[src/rtl/bm_pkg.sv]
package bm_pkg;
  localparam int LANE_W = 9;
  localparam int WORD_W = 2 * LANE_W;

  typedef logic [LANE_W-1:0] lane_t;

  typedef struct packed {
    logic in_narrow;
    logic out_narrow;
    logic big_end;
  } bm_cfg_t;

  // Lane of a long word that enters the stream first
  function automatic lane_t lead_lane(input logic [WORD_W-1:0] w, input logic big);
    return big ? w[WORD_W-1:LANE_W] : w[LANE_W-1:0];
  endfunction

  function automatic lane_t trail_lane(input logic [WORD_W-1:0] w, input logic big);
    return big ? w[LANE_W-1:0] : w[WORD_W-1:LANE_W];
  endfunction

  // Rebuild a long word from two lanes in stream order
  function automatic logic [WORD_W-1:0] join_lanes(input lane_t first, input lane_t second,
                                                   input logic big);
    return big ? {first, second} : {second, first};
  endfunction
endpackage

[src/rtl/bm_strap_latch.sv]
module bm_strap_latch
  import bm_pkg::*;
(
  input  logic    clk,
  input  logic    rst,
  input  logic    in_narrow,
  input  logic    out_narrow,
  input  logic    big_end,
  output bm_cfg_t cfg
);
  always_ff @(posedge clk) begin
    if (rst) begin
      cfg.in_narrow  <= in_narrow;
      cfg.out_narrow <= out_narrow;
      cfg.big_end    <= big_end;
    end
  end
endmodule

[src/rtl/bm_lane_bank.sv]
module bm_lane_bank #(
  parameter int W    = 9,
  parameter int ROWS = 8,
  localparam int RA  = (ROWS > 1) ? $clog2(ROWS) : 1
) (
  input  logic          clk,
  input  logic          rst,
  input  logic          we,
  input  logic [RA-1:0] waddr,
  input  logic [W-1:0]  wdata,
  input  logic          re,
  input  logic [RA-1:0] raddr,
  output logic [W-1:0]  rdata
);
  logic [W-1:0] mem [ROWS];

  always_ff @(posedge clk) begin
    if (we) mem[waddr] <= wdata;
  end

  always_ff @(posedge clk) begin
    if (rst)     rdata <= '0;
    else if (re) rdata <= mem[raddr];
  end
endmodule

[src/rtl/bus_match_fifo.sv]
module bus_match_fifo
  import bm_pkg::*;
#(
  parameter int DEPTH = 16
) (
  input  logic              clk,
  input  logic              rst,
  input  logic              strap_in_narrow,
  input  logic              strap_out_narrow,
  input  logic              strap_big_end,
  input  logic              wr_en,
  input  logic [WORD_W-1:0] wr_data,
  input  logic              rd_en,
  output logic [WORD_W-1:0] rd_data,
  output logic              empty,
  output logic              full
);
  localparam int AW   = $clog2(DEPTH);
  localparam int ROWS = DEPTH / 2;
  localparam int RA   = AW - 1;

  bm_cfg_t cfg;
  logic [AW-1:0] wp, rp;
  logic [AW:0]   cnt, cnt_nxt, wstep, rstep;
  logic          wr_ok, rd_ok;
  logic          first_sel;
  lane_t         bank_q [2];
  lane_t         s_lead, s_trail;
  logic [AW-1:0] wp_inc, rp_inc;

  bm_strap_latch u_straps (
    .clk(clk), .rst(rst),
    .in_narrow(strap_in_narrow), .out_narrow(strap_out_narrow), .big_end(strap_big_end),
    .cfg(cfg)
  );

  assign wstep = cfg.in_narrow  ? (AW+1)'(1) : (AW+1)'(2);
  assign rstep = cfg.out_narrow ? (AW+1)'(1) : (AW+1)'(2);
  assign wr_ok = wr_en && !full;
  assign rd_ok = rd_en && !empty;
  assign cnt_nxt = cnt + (wr_ok ? wstep : '0) - (rd_ok ? rstep : '0);

  // Stream order of the incoming lanes
  assign s_lead  = cfg.in_narrow ? wr_data[LANE_W-1:0] : lead_lane(wr_data, cfg.big_end);
  assign s_trail = trail_lane(wr_data, cfg.big_end);
  assign wp_inc  = wp + 1'b1;
  assign rp_inc  = rp + 1'b1;

  // Lane address a lives in bank a[0], row a>>1
  for (genvar b = 0; b < 2; b++) begin : g_bank
    logic          b_we;
    logic [RA-1:0] b_waddr, b_raddr;
    lane_t         b_wdata;

    assign b_we    = wr_ok && (!cfg.in_narrow || (wp[0] == 1'(b)));
    assign b_wdata = (wp[0] == 1'(b)) ? s_lead : s_trail;
    assign b_waddr = (b == 0) ? wp_inc[AW-1:1] : wp[AW-1:1];
    assign b_raddr = (b == 0) ? rp_inc[AW-1:1] : rp[AW-1:1];

    bm_lane_bank #(.W(LANE_W), .ROWS(ROWS)) u_bank (
      .clk(clk), .rst(rst),
      .we(b_we), .waddr(b_waddr), .wdata(b_wdata),
      .re(rd_ok), .raddr(b_raddr), .rdata(bank_q[b])
    );
  end

  always_ff @(posedge clk) begin
    if (rst) begin
      wp        <= '0;
      rp        <= '0;
      cnt       <= '0;
      empty     <= 1'b1;
      full      <= 1'b0;
      first_sel <= 1'b0;
    end else begin
      if (wr_ok) wp <= wp + wstep[AW-1:0];
      if (rd_ok) begin
        rp        <= rp + rstep[AW-1:0];
        first_sel <= rp[0];
      end
      cnt   <= cnt_nxt;
      empty <= cnt_nxt < rstep;
      full  <= ((AW+1)'(DEPTH) - cnt_nxt) < wstep;
    end
  end

  lane_t out_first, out_second;
  assign out_first  = first_sel ? bank_q[1] : bank_q[0];
  assign out_second = first_sel ? bank_q[0] : bank_q[1];

  always_comb begin
    if (cfg.out_narrow) rd_data = {{LANE_W{1'b0}}, out_first};
    else                rd_data = join_lanes(out_first, out_second, cfg.big_end);
  end
endmodule

[config.mk]
export PLATFORM = sky130hd
export DESIGN_NAME = bus_match_fifo
export DESIGN_NICKNAME = d
export VERILOG_FILES = /design/src/rtl/bm_pkg.sv /design/src/rtl/bm_strap_latch.sv /design/src/rtl/bm_lane_bank.sv /design/src/rtl/bus_match_fifo.sv
export SDC_FILE = /design/constraint.sdc
export NUM_CORES = 1
export LEC_CHECK = 0
export ABC_AREA = 0
export BUFFER_PORTS_ARGS = -buffer_cell sky130_fd_sc_hd__buf_2
export CELL_PAD_IN_SITES_DETAIL_PLACEMENT = 1
export CELL_PAD_IN_SITES_GLOBAL_PLACEMENT = 2
export CORE_MARGIN = 4
export CORE_UTILIZATION = 35
export CTS_BUF_LIST = sky130_fd_sc_hd__clkbuf_8
export CTS_CLUSTER_SIZE = 24
export DETAILED_ROUTE_END_ITERATION = 10
export GPL_TIMING_DRIVEN = 0
export MAX_ROUTING_LAYER = met4
export PLACE_DENSITY = 0.65
export SLEW_MARGIN = 5
export SYNTH_ARGS = -nofsm -noshare
export SYNTH_HDL_FRONTEND = slang
export SYNTH_HIERARCHICAL = 1
export SYNTH_SLANG_ARGS = --single-unit
[constraint.sdc]
create_clock -name clk -period 8.3 [get_ports clk]
set_clock_uncertainty 0.15 [all_clocks]
set_input_delay 1.245 -clock clk [delete_from_list [all_inputs] [get_ports clk]]
set_output_delay 1.245 -clock clk [all_outputs]
set_load 0.01 [all_outputs]
==> metrics.md <==
| Metric | Value |
|---|---|
| Register-to-Register Path Depth | 11 |
| Root Driver | clkbuf_8 |
| TritonCTS Buffers | 17 |
| Die height | 161 um |
| Initial antenna violation count | 0 |
| Wirelength per Cell | 21.2 um |
| Hold Fails Final Rpt | 0 |
| Top cells by area, synth | edfxtp_1, dfxtp_1, mux2i_1 |
| Internal | 1.67 mW |
| Mapped Avg Cell Area | 14.1 um2 |
| Filler cells | 2398 |
| Switch Pwr | 0.883 mW |
| Syn nets | 625 |
| Power Density | 279 nW/um2 |
| Largest net degree at the start of global routing | 19 |
| Crit path buf inv count | 3 |
| Port Buffers | 44 |
| Nets@finish | 689 |
| YS warnings | 6 |
| Status | completed |
| Cts repair resizes | 0 |
| Total congestion overflow | 0 |
| Routed Wire Length | 20600 um |
| FF-to-FF Start | u_straps/cfg[1]$_DFFE_PP_ |
| Total GRT Usage | 0.169 |
| Leak Pwr | 3.14 nW |
| Clock latency on the worst-skew pair | 0.46 ns |
| Post-layout min period | 3.71 ns |
| Worst Tran Pin Value | 1.24 ns |
| FFs w/ async S/R, synth | 0 |
| Crit. End Element | flop |
| Die area | 25800 um2 |
| RSZ-0062 raised after global routing | no |
| Hold WS | 0.390 ns |
| Slew Limit Fails | 0 |
| Worst hold start | g_bank[1].u_bank/rdata[1]$_SDFFE_PP0P_ |
| Most frequent cell after synthesis | edfxtp_1 |
| Switching Fraction | 0.346 |
| Layout cells sized above 1 | 0.226 |
| Final WS setup | 4.59 ns |
| Fraction of the mapped netlist area in simple logic gates | 0.0682 |
| Core Region | 22800 um2 |
| RD Place Congestion | 0.731 |
| Min-delay worst type | reg -> reg |
| Max Buffers Root-to-Sink | 2 |
| Reg area | 5090 um2 |
| Worst path cell trace | buf_2 -> nor2b_1 -> buf_2 -> nand2_1 -> fa_1 -> inv_1 -> fa_1 -> xor2_1 -> nand4_1 -> or3b_1 -> a21oi_1 |
| Post-CTS setup buffer count | 0 |
| Final setup TNS | 0 ns |
| Drt drc | 0 |
| Horiz. Die Dim | 161 um |
| Synth Area in Compound Gates | 0.0910 |
| Area Growth Syn to Fin | 12.3% |
| Seq/Total Area, Yosys | 0.624 |
| First-pass GRT wire length | 31800 um |
| Crit path max fanout | 9 |
| Clock sink count | 181 |
| IO Count | 45 |
| Share of the synthesized area in the top cell type | 0.541 |
| Final HPWL DP | 14700 um |
| Max Freq | 270 MHz |
| Worst Hold Path EP | g_bank[1].u_bank/rdata[1]$_SDFFE_PP0P_ |
| Synthesized instance count | 581 |
| Largest stage delay, worst path | 0.54 ns |
| Critical Path RT | 8.55 ns |
| Most common library cells after synthesis | edfxtp_1, nor2_1, mux2i_1 |
| Worst vdd ir | 99.6 uV |
| Starting Density | 0.358 |
| R2R Path End | full$_SDFF_PP0_ |
| Mapped Area | 8170 um2 |
| CTS tree | built |
| Number of distinct library cells after synthesis | 42 |
| Post-synthesis xor/xnor area fraction | 0.0192 |
| Cells on Worst Hold Path | 2 |
| Clock power share | 0.220 |
| CP Launch Type | input pin |
| First DRT Iteration DRCs | 283 |
| Flop and latch count out of synthesis | 181 |
| Total number of vias | 4894 |
| Cell taking the most area after synthesis | edfxtp_1 |
| Antenna Cells | 0 |
| Drt via density | 5.04 |
| H-Tree Depth | 4 |
| Logic pwr share | 0.316 |
| Footprint of the multi-input gates | 2830 um2 |
| Reg power frac | 0.464 |
| First-pass iteration count of the detailed router | 5 |
| Relative slew margins | 0.164 |
| Post-synthesis adder-cell area fraction | 0.0328 |
| Crit path max-delay cell type | fa_1 |
| Family with the most delay on the worst path | adder cells |
| DP Worst Slack | 4.08 ns |
| Largest family of logic cells by synthesized area | multiplexers |
| Clock slew at reported path FFs | 0.10 ns |
| Cts hold-fix bufs | 0 |
| Final ANT Viol Nets | 0 |
| Crit share post-route | 0.447 |
| Mux share of post-synthesis cell area | 0.133 |
| Standard-cell rows | 55 |
| WP data arrival | 3.96 ns |
| Max-cap viol count | 0 |
| Primary FF master, synth | edfxtp_1 |
| Number of synthesized flops with an enable pin | 147 |
| Critical path class | in -> reg |
| Number of global-route vias before repair | 5293 |
| Power Total | 2.56 mW |
| Worst R2R Setup Slack | 4.69 ns |
| Final setup vio count | 0 |
-- cell families after synthesis --
family | count (synthesis)
DFF | 181
and+or+nand+nor | 131
muxes | 102
AOI/OAI and AO/OA | 96
buffers and inverters | 38
adders and majority gates | 19
xor gates and xnor gates | 14
-- layout make-up --
type                       count  area share
sequential                   181       0.556
clock inverter                15      0.0143
clock buffer                  17      0.0255
timing repair buffer          45      0.0248
multi-input combinational    362       0.309
buffer                        27      0.0236
tap                          313      0.0427
inverter                      11     0.00450
-- worst max path at each step --
stage                      from         endpoint  slack, ns  depth (start not counted)
final                     rd_en  full$_SDFF_PP0_       4.59                         11
after global routing      rd_en  full$_SDFF_PP0_       4.39                         11
after CTS                 rd_en  full$_SDFF_PP0_       4.57                         11
after detailed placement  rd_en  full$_SDFF_PP0_       4.08                         11
after global placement    rd_en  full$_SDFF_PP0_       4.15                         11
after floorplan           rd_en  full$_SDFF_PP0_       4.57                         10
-- layout by cell type (no fill, tap or decap), types with 2 or more instances in the layout --
| cell type | netlist | final |
|---|---|---|
| xor2_1 | 5 | 5 |
| nor3_2 | 0 | 4 |
| o221ai_1 | 2 | 2 |
| nand2b_1 | 10 | 10 |
| fa_1 | 4 | 4 |
| edfxtp_1 | 147 | 147 |
| o21ai_0 | 13 | 12 |
| o22ai_1 | 16 | 16 |
| a21oi_1 | 24 | 24 |
| buf_1 | 8 | 8 |
| clkbuf_8 | 0 | 17 |
| mux2i_1 | 48 | 48 |
| nor2_1 | 61 | 61 |
| clkinvlp_4 | 0 | 2 |
| mux2_1 | 18 | 18 |
| inv_8 | 0 | 3 |
| xnor2_1 | 6 | 6 |
| a221o_1 | 16 | 16 |
| nor2b_1 | 4 | 4 |
| buf_12 | 6 | 6 |
| a211oi_2 | 18 | 18 |
| clkbuf_1 | 9 | 9 |
| inv_1 | 11 | 12 |
| nand3_1 | 2 | 2 |
| dfxtp_1 | 34 | 34 |
| ha_1 | 15 | 15 |
| nand2_1 | 43 | 43 |
| a22oi_1 | 2 | 2 |
| buf_6 | 2 | 2 |
| buf_2 | 2 | 46 |
| mux2_2 | 36 | 36 |
| clkinv_4 | 0 | 2 |
| inv_6 | 0 | 7 |
| xor2_2 | 2 | 2 |
-- flip-flops by register name, summed over array words and instances, names as in the netlist --
signal	flops
rp	4
wp	4
g_bank.u_bank/mem	144
empty	1
full	1
cnt	5
g_bank.u_bank/rdata	18
first_sel	1
u_straps/cfg	3
-- metrics by stage --
step / utilization / instance area (um2) / cells
2_1_floorplan: - / 8170 / 581
3_3_place_gp: 0.385 / 8780 / 938
3_5_place_dp: 0.387 / 8800 / 939
4_1_cts: 0.403 / 9170 / 971
5_1_grt: 0.403 / 9170 / 971
6_report: 0.403 / 9170 / 971
-- power by group through the flow --
| stage | clock, mW | combinational [mW] | sequential (mW) |
|---|---|---|---|
| 4_1_cts | 0.581 | 0.823 | 1.19 |
| 3_5_place_dp | 0 | 0.817 | 1.21 |
| 6_report | 0.562 | 0.809 | 1.18 |
| 2_1_floorplan | 0 | 0.577 | 1.19 |
| 3_3_place_gp | 0 | 0.782 | 1.20 |
| 5_1_grt | 0.620 | 0.899 | 1.20 |
-- metal layers --
metal / GRT usage / routed length [um] / vias up
met1: 0.219 / 9090 / 2487
met3: 0.0321 / 944 / 10
li1: - / - / 2302
met5: - / 0 / -
met4: 0.0380 / 150 / 0
met2: 0.277 / 10400 / 95
-- worst min-delay path: stages, from the launching register on --
cell	delay [ns]
dfxtp_1	0.33
nor2_1	0.11
a211oi_2	0.05
Power figures use the tool's default switching activity.
